## config.mk

```make
export PLATFORM = sky130hd
export DESIGN_NAME = burst_reissue_ctrl
export DESIGN_NICKNAME = d
export VERILOG_FILES = /design/src/rtl/burst_reissue_ctrl.sv
export SDC_FILE = /design/constraint.sdc
export NUM_CORES = 1
export LEC_CHECK = 0
export BUFFER_PORTS_ARGS = -buffer_cell sky130_fd_sc_hd__buf_2
export CELL_PAD_IN_SITES_DETAIL_PLACEMENT = 1
export CELL_PAD_IN_SITES_GLOBAL_PLACEMENT = 1
export CORE_MARGIN = 2
export CORE_UTILIZATION = 40
export DETAILED_ROUTE_END_ITERATION = 6
export PLACE_DENSITY = 0.88
export SETUP_SLACK_MARGIN = 0.15
export SLEW_MARGIN = 20
export SYNTH_ARGS = -nofsm -noshare
export SYNTH_HDL_FRONTEND = slang
export SYNTH_SLANG_ARGS = --single-unit
```

## constraint.sdc

```tcl
create_clock -name clk -period 5.17 [get_ports clk]
set_input_delay 0.517 -clock clk [delete_from_list [all_inputs] [get_ports clk]]
set_output_delay 0.517 -clock clk [all_outputs]
set_load 0.03 [all_outputs]
```

## src/rtl/burst_reissue_ctrl.sv

```systemverilog
module burst_reissue_ctrl #(
  parameter int ADDR_W     = 32,
  parameter int LEN_W      = 12,
  parameter int CNT_W      = 6,
  parameter int BEAT_BYTES = 4,
  parameter int MAX_BURST  = 8
) (
  input  logic              clk,
  input  logic              rst_n,
  input  logic              req_valid,
  input  logic [ADDR_W-1:0] req_addr,
  input  logic [LEN_W-1:0]  req_len,
  input  logic [CNT_W-1:0]  avail,
  output logic              busy,
  output logic              txn_start,
  output logic [ADDR_W-1:0] txn_addr,
  output logic [LEN_W-1:0]  txn_len,
  output logic              beat,
  output logic              txn_term,
  output logic              data_phase,
  output logic              done
);

  localparam logic [LEN_W-1:0]  CAP  = LEN_W'(MAX_BURST);
  localparam logic [ADDR_W-1:0] STEP = ADDR_W'(BEAT_BYTES);

  typedef enum logic [2:0] {S_IDLE, S_ADDR, S_DATA, S_TERM, S_DONE} state_t;

  state_t            state, nxt;
  logic [ADDR_W-1:0] cur_addr;
  logic [LEN_W-1:0]  remaining;
  logic [LEN_W-1:0]  txn_left;
  logic              issued;

  function automatic logic [LEN_W-1:0] cap_len(input logic [LEN_W-1:0] n);
    return (n > CAP) ? CAP : n;
  endfunction

  wire has_data = (avail != '0);
  wire in_txn   = (state == S_ADDR) || (state == S_DATA);
  wire accept   = (state == S_IDLE) && req_valid;

  assign busy       = (state != S_IDLE);
  assign data_phase = (state == S_DATA);
  assign done       = (state == S_DONE);
  assign txn_start  = (state == S_ADDR) && !issued;
  assign txn_addr   = cur_addr;
  assign txn_len    = txn_left;
  assign beat       = in_txn && has_data;
  assign txn_term   = (beat && txn_left == LEN_W'(1)) || (data_phase && !has_data);

  always_comb begin
    nxt = state;
    case (state)
      S_IDLE: if (req_valid) nxt = (req_len == '0) ? S_DONE : S_ADDR;
      S_ADDR: if (has_data) nxt = txn_term ? S_TERM : S_DATA;
      S_DATA: if (txn_term) nxt = S_TERM;
      S_TERM: nxt = (remaining == '0) ? S_DONE : S_ADDR;
      S_DONE: nxt = S_IDLE;
      default: nxt = S_IDLE;
    endcase
  end

  always_ff @(posedge clk) begin
    if (!rst_n) begin
      state     <= S_IDLE;
      cur_addr  <= '0;
      remaining <= '0;
      txn_left  <= '0;
      issued    <= 1'b0;
    end else begin
      state  <= nxt;
      issued <= (state == S_ADDR) && (nxt == S_ADDR);
      if (accept) begin
        cur_addr  <= req_addr;
        remaining <= req_len;
        txn_left  <= cap_len(req_len);
      end else if (beat) begin
        cur_addr  <= cur_addr + STEP;
        remaining <= remaining - LEN_W'(1);
        txn_left  <= txn_left - LEN_W'(1);
      end else if (state == S_TERM) begin
        txn_left  <= cap_len(remaining);
      end
    end
  end

  AST_IDLE_QUIET: assert property (@(posedge clk) disable iff (!rst_n)
    !busy |-> !(beat || txn_term || txn_start || data_phase));

  AST_LEN_CAP: assert property (@(posedge clk) disable iff (!rst_n)
    txn_start |-> (txn_len != '0 && txn_len <= CAP));

  AST_WAIT_ONLY_ADDR: assert property (@(posedge clk) disable iff (!rst_n)
    (in_txn && !data_phase && !has_data) |=> (state == S_ADDR && !txn_start));

  AST_NO_STALL: assert property (@(posedge clk) disable iff (!rst_n)
    (data_phase && !beat) |-> txn_term);

  AST_ADDR_STEP: assert property (@(posedge clk) disable iff (!rst_n)
    (beat && !txn_term) |=> (cur_addr == $past(cur_addr) + STEP));

  AST_REISSUE_GAP: assert property (@(posedge clk) disable iff (!rst_n)
    (txn_term && remaining != LEN_W'(1)) |=> ##1 txn_start);

  AST_DONE_PULSE: assert property (@(posedge clk) disable iff (!rst_n)
    done |=> (!done && !busy));

endmodule

```

# Yosys cells after proc, flatten, opt, wreduce, memory -nomap -nowiden
# Index checks and enable logic that the tools add are counted.
# word_totals
word_cells,49
mem_bits_rw,0
ff_bits,60
romBits,0
latchBits,0
out_inout_bits,50
inputBits,53
mem_count,0
# op_classes
n_eq_ne,6
div_mod_pow,0
n_lt_le_gt_ge,2
mux,16
n_bitwise,0
add_sub_neg,3
shifts,0
mul,0
n_reduce_logical,17
# ops
cell,n
$mux W12,7
$mux W32,2
$add A32 B3 Y32 const B,1
$gt A12 B4 Y1 const B,2
$logic_not A12 Y1,2
$sub A12 B1 Y12 const B,2
$mux W3,5
$eq A12 B1 Y1 const B,1
$pmux W3 S4,1
$eq A3 B1 Y1 const B,2
$eq A3 B2 Y1 const B,2
$logic_and A1 B1 Y1,6
$reduce_bool A3 Y1,2
$reduce_bool A6 Y1,1
$eq A3 B3 Y1 const B,1
$logic_not A3 Y1,1
$logic_not A1 Y1,2
$logic_or A1 B1 Y1,2
$reduce_bool A2 Y1,1
$mux W1,1

# Logic depth before layout (Yosys ltp)
# Gate-level depths: netlist of the first run.
# logic_depth
ltp_word,10
depth_mapped,8

# Worst setup path before layout of the first run
# Ideal clock, no wire load.
# synth_timing
path_type,register to output
from,"reg txn_left[2], in the netlist txn_len[2]"
to,out txn_term
path_slack_ns,3.128
stages_incl_launch_ff,5
n_path_buf,0
arrival_time_ns,1.525
required_time_ns,4.653
cell_sequence,dfxtp_1 > nor3_1 > and4_1 > o21ai_0 > a21oi_1
# synth_via
elab_chain_len,3
# synth_lines
item,line,source
start: declaration,32,logic [LEN_W-1:0] txn_left;
start signal: assignment,77,txn_left <= cap_len(req_len);
start signal: assignment,81,txn_left <= txn_left - LEN_W'(1);
start signal: assignment,83,txn_left <= cap_len(remaining);
$eq A12 B1 Y1,50,assign txn_term = (beat && txn_left == LEN_W'(1)) || (data_phase && !has_data);
$logic_and A1 B1 Y1,50,
$logic_or A1 B1 Y1,50,
end: declaration,19,"output logic txn_term,"
# No other way between the ends.

# Final worst setup path of the first run
# layout_timing
from,reg state[0]
to,"reg cur_addr[7], in the netlist txn_addr[7]"
# layout_via
elab_chain_len,4
word_cells_on_any_way,8
classes_between,2 x eq/ne; 1 x mux; 5 x reduce/logical
# layout_lines
item,line,source
start: declaration,29,"state_t state, nxt;"
start signal: assignment,72,state <= nxt;
$eq A3 B1 Y1 or $eq A3 B2 Y1 (tied branches),40,wire in_txn = (state == S_ADDR) || (state == S_DATA);
$logic_or A1 B1 Y1,40,
$logic_and A1 B1 Y1,49,assign beat = in_txn && has_data;
$reduce_bool A2 Y1 (no line),-,
end signal: assignment,75,cur_addr <= req_addr;
end signal: assignment,79,cur_addr <= cur_addr + STEP;
end: declaration,30,logic [ADDR_W-1:0] cur_addr;
# Several ways; a longest one is shown, not always the timed one.
# A chain may end at the register's enable or synchronous reset.

==> results.txt, run 1 <==
----------------------------------------------------
[Clock tree]
  Count of hold-fix buffers inserted at cts ... 0
  CTS buffer count ... 9
  Bufs on Longest Clock Path ... 2
  Insertion delay of the later-clocked pin in the worst-skew pair ... 340 ps
  Clock tree from TritonCTS ... done
  Clock sink count ... 60
  Clock-pin transition on the worst setup and hold timing paths ... 70 ps
  Post-CTS setup repair buffer count ... 0
  Number of instances resized during post-cts repair ... 0
  Number of H-tree branching levels ... 3
  Clock tree root driver cell ... clkbuf_8

[Job]
  Number of maximum-capacitance violations ... 0

[Detailed routing]
  Post-route ant nets ... 0
  Count of routing violations after the opening detailed-route iteration ... 115
  Initial DRT Pass Iterations ... 4
  Vias ... 3800
  Wirelength per Cell ... 17.8 µm
  Wirelength, routed ... 11.5 mm
  Drt drc ... 0
  Vias per inst ... 5.90

[Global routing]
  Number of global-route vias before repair ... 3968
  Global-route wire length before repair ... 19.2 mm
  All-Layer GR Usage ... 0.245
  Initial antenna violation count ... 0
  Total congestion overflow ... 0
  Pin count of the biggest net entering global routing ... 51

[Synth]
  Post-synth cell types ... 54
  Cell with the most instances after synthesis ... dfxtp_1
  Cell type contributing the most total cell area after synthesis ... dfxtp_1
  Number of flops mapped to enable cells by yosys ... 0
  Net count after synthesis ... 505
  Top cell type's share of synthesized area ... 0.349
  Netlist Area Pre-Place ... 0.00344 mm²
  Synthesis Warnings ... 0
  Mean Syn Cell Area ... 7.69 µm²
  Most instantiated flip-flop cell in the synthesis netlist ... dfxtp_1
  Share of flip-flops with an asynchronous set or reset ... 0
  Most frequent cells after synthesis ... 60 x dfxtp_1, 52 x a21oi_1, 37 x nand2_1, 36 x nor2_1, 36 x o21ai_0
  Sequential area share after synthesis ... 0.349
  Flop and latch count out of synthesis ... 60
  Gate count after technology mapping ... 447
  Leading post-synthesis cells by cell area ... dfxtp_1 35%, a21oi_1 7.6%, o21ai_0 5.2%, nand2_1 4.0%, nor2_1 3.9%

[Power and ir drop]
  Relative contribution of the clock network to total power ... 0.248
  Internal power of the cells ... 0.000888 W
  Proportion of power drawn by combinational gates ... 0.356
  Net switching share of the total power ... 0.420
  Leakage ... 1.70 nW
  Switch Pwr ... 0.000643 W
  Sequential share of power ... 0.397
  Peak VDD IR ... 178 µV
  Ratio of total power to cell area ... 370 mW/mm²

[STA]
  Worst slew slack as a fraction of its limit ... 0.372
  Final setup margin ... 2090 ps
  Final setup vio count ... 0
  Total count of hold-check failures in the final report ... 0
  Actual slew at the worst max-slew pin ... 939 ps
  Worst hold-check slack ... 406 ps
  Timing-limited maximum frequency ... 324 MHz
  Accumulated negative setup slack ... 0 ps
  Period Utilization, post-route ... 0.596
  Final-report max-slew violation count ... 0
  Final setup skew ... 6.88 ps
  Final Critical Period ... 3080 ps
  RSZ-0062 raised after global routing ... no

[Cells and area]
  Nets ... 592
  Antenna diode count ... 0
  Synthesis-to-layout area growth ... 20.4%
  Fraction of layout cells with a size suffix above 1 ... 0.241
  Fill count ... 1080

[Floorplan]
  I/O pin total ... 103
  Die extent in x ... 96.7 µm
  Initial cell density of the core ... 0.416
  Standard cell core area ... 0.00826 mm²
  Die height ... 96.7 µm
  Number of cell rows ... 33
  Die area ... 0.00935 mm²

[Worst setup path]
  Crit path largest cell delay ... 840 ps
  Data required, critical path ... 5430 ps
  Critical path class ... reg -> reg
  Worst reg2reg path depth ... 7
  Worst reg-to-reg setup slack ... 2090 ps
  Arrival time at the worst endpoint ... 3340 ps
  CP Launch Type ... flop
  Kind of cell with the highest combined delay on the critical path ... simple AND/OR/NAND/NOR gates
  Critical R2R Launch ... state[0]
  Reg-to-reg endpoint ... txn_addr[7]
  Endpoint kind of the worst setup timing path ... flop
  Worst-path fanout max ... 42
  Number of cells on the critical path ... 7
  Timing startpoint of the critical path ... state[0]
  Worst path bufs/invs ... 2
  CP endpoint ... txn_addr[7]
  Worst path slowest cell ... nor2_1
  Worst path cell trace ... xnor2_1 -> a311o_1 -> buf_4 -> inv_2 -> nor2_1 -> o21ai_0 -> a21oi_1

[Place]
  Final RePlAce weighted congestion ... 0.825
  Post-Place Worst Slack ... 2060 ps
  Total of buffers placed on input and output ports ... 102
  Final HPWL DP ... 8.07 mm

[Status]
  Result of the run ... complete, no violations

[Worst hold path]
  Class of the tightest hold or removal check ... in -> reg

----------------------------------------------------
-- worst min-delay path by stage --
stage                     slack [ps]     startpoint       endpoint  cells past startpoint
after floorplan                  440  remaining[11]  remaining[11]                      2
after global placement           440    txn_addr[1]    txn_addr[1]                      2
after detailed placement         450    txn_addr[0]    txn_addr[0]                      2
after CTS                        400    req_addr[0]    txn_addr[0]                      3
after global routing             420    req_addr[0]    txn_addr[0]                      3
final                            410    req_addr[0]    txn_addr[0]                      3
-- cells by family after synthesis --
| logic type | after synthesis | synth area share |
|---|---|---|
| buffers and inverters | 40 | 0.0510 |
| muxes | 3 | 0.00910 |
| DFF | 60 | 0.349 |
| AOI/OAI and AO/OA | 137 | 0.239 |
| adders and majority gates | 5 | 0.0182 |
| and+or+nand+nor | 185 | 0.290 |
| xor gates and xnor gates | 17 | 0.0433 |
-- worst min-delay path, cell delays in order --
cell     delay (ps)
buf_2           100
nand2_1          50
a21oi_1          50
-- stage by stage --
step / total power [W] / instance area (µm²) / util / std cells
after floorplan: 0.000994 / 3440 / - / 447
after global placement: 0.00113 / 3970 / 0.481 / 628
after detailed placement: 0.00116 / 3970 / 0.481 / 628
after CTS: 0.00154 / 4140 / 0.501 / 644
after global routing: 0.00163 / 4140 / 0.501 / 644
final: 0.00153 / 4140 / 0.501 / 644
-- flip-flops by register name (all words and copies together), names as in the netlist --
name	count
issued	1
state	3
remaining	12
txn_addr	32
txn_len	12
-- power groups by stage --
stage          Clock [W]  Combinational, W  Sequential [W]
5_1_grt         0.000410          0.000600        0.000619
2_1_floorplan          0          0.000315        0.000679
6_report        0.000379          0.000545        0.000607
4_1_cts         0.000385          0.000547        0.000605
3_3_place_gp           0          0.000523        0.000612
3_5_place_dp           0          0.000542        0.000615
-- placed cells by master (no fill, tap or decap), types with 5 or more instances in the layout --
cell and n:
nor3_1 15, nor2_1 35, o21ai_0 36, buf_2 102
a21oi_1 52, nand2b_1 6, a211oi_1 5, nand4_1 14
or3_1 9, xor2_1 12, nand2_1 37, xnor2_1 5
dfxtp_1 60, a31oi_1 14, ha_1 5, and4_1 9
clkbuf_8 10, nand3_1 19, inv_1 9, and3_1 7
nor4_1 11, and2_1 7, a221oi_1 6
-- per-layer routing --
metal / part of all wire / vias up / global-route usage
met5: 0 / - / 0
met4: 0.024 / 0 / 0.0964
met3: 0.036 / 25 / 0.0412
met2: 0.50 / 91 / 0.420
met1: 0.44 / 1833 / 0.307
li1: - / 1851 / -
-- layout make-up --
class                   instances  area, µm²  area share
well taps                     105        131      0.0317
inverters                      11       41.3     0.00998
repair buffers                105        533       0.129
clock inverters                 5       27.5     0.00665
multi-input cells             347       2060       0.498
flip-flops and latches         60       1200       0.290
clock buffers                  11        141      0.0342
(Power assumes the default switching activity.)
==> run 2, diff against run 1 <==
CORE_UTILIZATION = 33   (was 40)
PLACE_DENSITY = 0.78   (was 0.88)
clock period = 2.8 ns   (was 5.17 ns; I/O delays follow)
==> run 2 against run 1 <==
  * Highest routed layer unchanged
  * Sequential share of layout area is 0.67 points lower
  * Power increased by 91%
  * Utilization is 8.7 points lower
==> results.txt, run 2 (synthesized netlist as in run 1, its figures left out) <==
----------------------------------------------------
[Status]
  Result of the run ... complete, no violations

[Worst hold path]
  Worst hold path startpoint ... req_addr[1]
  Worst hold path stage count ... 3 (unchanged)
  Class of the tightest hold or removal check ... in -> reg

[Floorplan]
  Die extent in x ... 106 µm (+9.7%)
  Number of cell rows ... 37 (+12%)
  Standard cell core area ... 0.0102 mm² (+24%)
  Die area ... 0.0112 mm² (+20%)
  Die height ... 106 µm (+9.7%)
  Initial cell density of the core ... 0.336 (-0.0803)
  I/O pin total ... 103 (unchanged)

[STA]
  Actual slew at the worst max-slew pin ... 728 ps (-211 ps)
  Timing-limited maximum frequency ... 412 MHz
  Worst slew slack as a fraction of its limit ... 0.512 (+0.140)
  RSZ-0062 raised after global routing ... no
  Period Utilization, post-route ... 0.866
  Final setup skew ... 12.7 ps (+5.83 ps)
  Final setup margin ... 374 ps (-1710 ps)
  Final setup vio count ... 0 (unchanged)
  Final Critical Period ... 2430 ps
  Accumulated negative setup slack ... 0 ps (unchanged)
  Final-report max-slew violation count ... 0 (unchanged)
  Total count of hold-check failures in the final report ... 0 (unchanged)

[Cells and area]
  Antenna diode count ... 0 (unchanged)
  Fraction of layout cells with a size suffix above 1 ... 0.244 (+0.00236)
  Most common cell after layout, fill and taps aside ... buf_2
  Nets ... 597 (+0.84%)
  Commonest non-fill, non-tap cells in the layout ... 102 x buf_2, 60 x dfxtp_1, 52 x a21oi_1
  Synthesis-to-layout area growth ... 23.3%
  Number of flip-flops under the largest register name ... 32 (unchanged)

[Clock tree]
  Post-CTS setup repair buffer count ... 0 (unchanged)
  CTS buffer count ... 9 (unchanged)
  Bufs on Longest Clock Path ... 2 (unchanged)
  Clock tree root driver cell ... clkbuf_8
  Clock tree from TritonCTS ... done
  Insertion delay of the later-clocked pin in the worst-skew pair ... 340 ps (about the same)
  Clock sink count ... 60 (unchanged)
  Number of H-tree branching levels ... 3 (unchanged)
  Count of hold-fix buffers inserted at cts ... 0 (unchanged)
  Number of instances resized during post-cts repair ... 0 (unchanged)
  Clock-pin transition on the worst setup and hold timing paths ... 70 ps (about the same)

[Global routing]
  Total congestion overflow ... 0 (unchanged)
  All-Layer GR Usage ... 0.206 (-0.0396)
  Initial antenna violation count ... 0 (unchanged)
  Pin count of the biggest net entering global routing ... 50 (-2.0%)
  Global-route wire length before repair ... 18.8 mm (-2.1%)
  Number of global-route vias before repair ... 3788 (-4.5%)

[Detailed routing]
  Wirelength per Cell ... 16.7 µm (-6.4%)
  Drt drc ... 0 (unchanged)
  Count of routing violations after the opening detailed-route iteration ... 106 (-7.8%)
  Initial DRT Pass Iterations ... 4 (unchanged)
  Post-route ant nets ... 0 (unchanged)
  Vias ... 3794 (-0.16%)
  Vias per inst ... 5.60 (-5.2%)
  Wirelength, routed ... 11.3 mm (-1.5%)

[Worst setup path]
  Worst reg2reg path depth ... 6 (-1)
  Endpoint kind of the worst setup timing path ... output port
  Arrival time at the worst endpoint ... 2150 ps (-1190 ps)
  Critical path class ... reg -> out
  CP Launch Type ... flop
  Timing startpoint of the critical path ... state[0]
  Worst-path fanout max ... 34 (-19%)
  Data required, critical path ... 2520 ps (-2910 ps)
  Critical R2R Launch ... state[0]

[Power and ir drop]
  Peak VDD IR ... 240 µV (+35%)
  Internal power of the cells ... 0.00176 W (+99%)
  Sequential share of power ... 0.383 (-0.014)
  Switch Pwr ... 0.00117 W (+81%)
  Leakage ... 1.73 nW (+1.8%)
  Net switching share of the total power ... 0.398 (-0.0223)
  Relative contribution of the clock network to total power ... 0.269 (+0.021)
  Ratio of total power to cell area ... 691 mW/mm² (+87%)
  Proportion of power drawn by combinational gates ... 0.348 (-0.008)

[Place]
  Final RePlAce weighted congestion ... 0.828 (+0.39%)
  Total of buffers placed on input and output ports ... 102 (unchanged)
  Post-Place Worst Slack ... 459 ps (-1600 ps)
  Final HPWL DP ... 8.33 mm (+3.3%)

[Job]
  Number of maximum-capacitance violations ... 0 (unchanged)

----------------------------------------------------
[run 2: changes by cell type in the layout (fill, tap and decap cells not counted)]
cell	change
buf_4	+5
bufinv_16	+1
clkbuf_8	+1
clkinv_1	+1
clkinv_2	-3
clkinvlp_4	-1
inv_2	-1
[run 2: metrics by stage]
stage | power, W | cell area (µm²) | hold WS (ps) | instances | utilization
after floorplan | 0.00183 | 3440 | 416 | 447 | -
after global placement | 0.00212 | 4050 | 443 | 664 | 0.396
after detailed placement | 0.00216 | 4050 | 454 | 664 | 0.396
after CTS | 0.00295 | 4240 | 171 | 678 | 0.414
after global routing | 0.00311 | 4240 | 189 | 678 | 0.414
final | 0.00293 | 4240 | 175 | 678 | 0.414
[run 2: path summary, 6_finish.rpt]
path | endpoint | slack [ps]
setup / recovery | beat | 370
setup reg to reg | txn_addr[14] | 440
hold reg to reg | txn_addr[0] | 460
hold / removal | txn_addr[1] | 180
[run 2: layout make-up]
type	instances	area (µm²)
clock buffers	12	155
clock inverters	2	35.0
fillers	1296	5990
inverters	11	41.3
multi-input cells	347	2060
flip-flops and latches	60	1200
well taps	136	170
repair buffers	110	571
[run 2: metal layers]
layer	track usage	vias to the layer above	share of wire
li1	-	1852	-
met4	0.0686	0	0.014
met2	0.356	104	0.49
met1	0.258	1824	0.44
met3	0.0368	14	0.052
met5	0	-	0
[run 2: critical path, stage by stage (launching register included)]
cell and delay (ps):
dfxtp_1 530, xnor2_1 130, a311o_1 370, inv_2 450
buf_2 310
[run 2: power by group through the flow]
stage	Sequential, W	Combinational [W]	Clock [W]
2_1_floorplan	0.00125	0.000581	0
3_3_place_gp	0.00113	0.000990	0
3_5_place_dp	0.00114	0.00102	0
4_1_cts	0.00112	0.00103	0.000805
5_1_grt	0.00114	0.00112	0.000848
6_report	0.00112	0.00102	0.000788
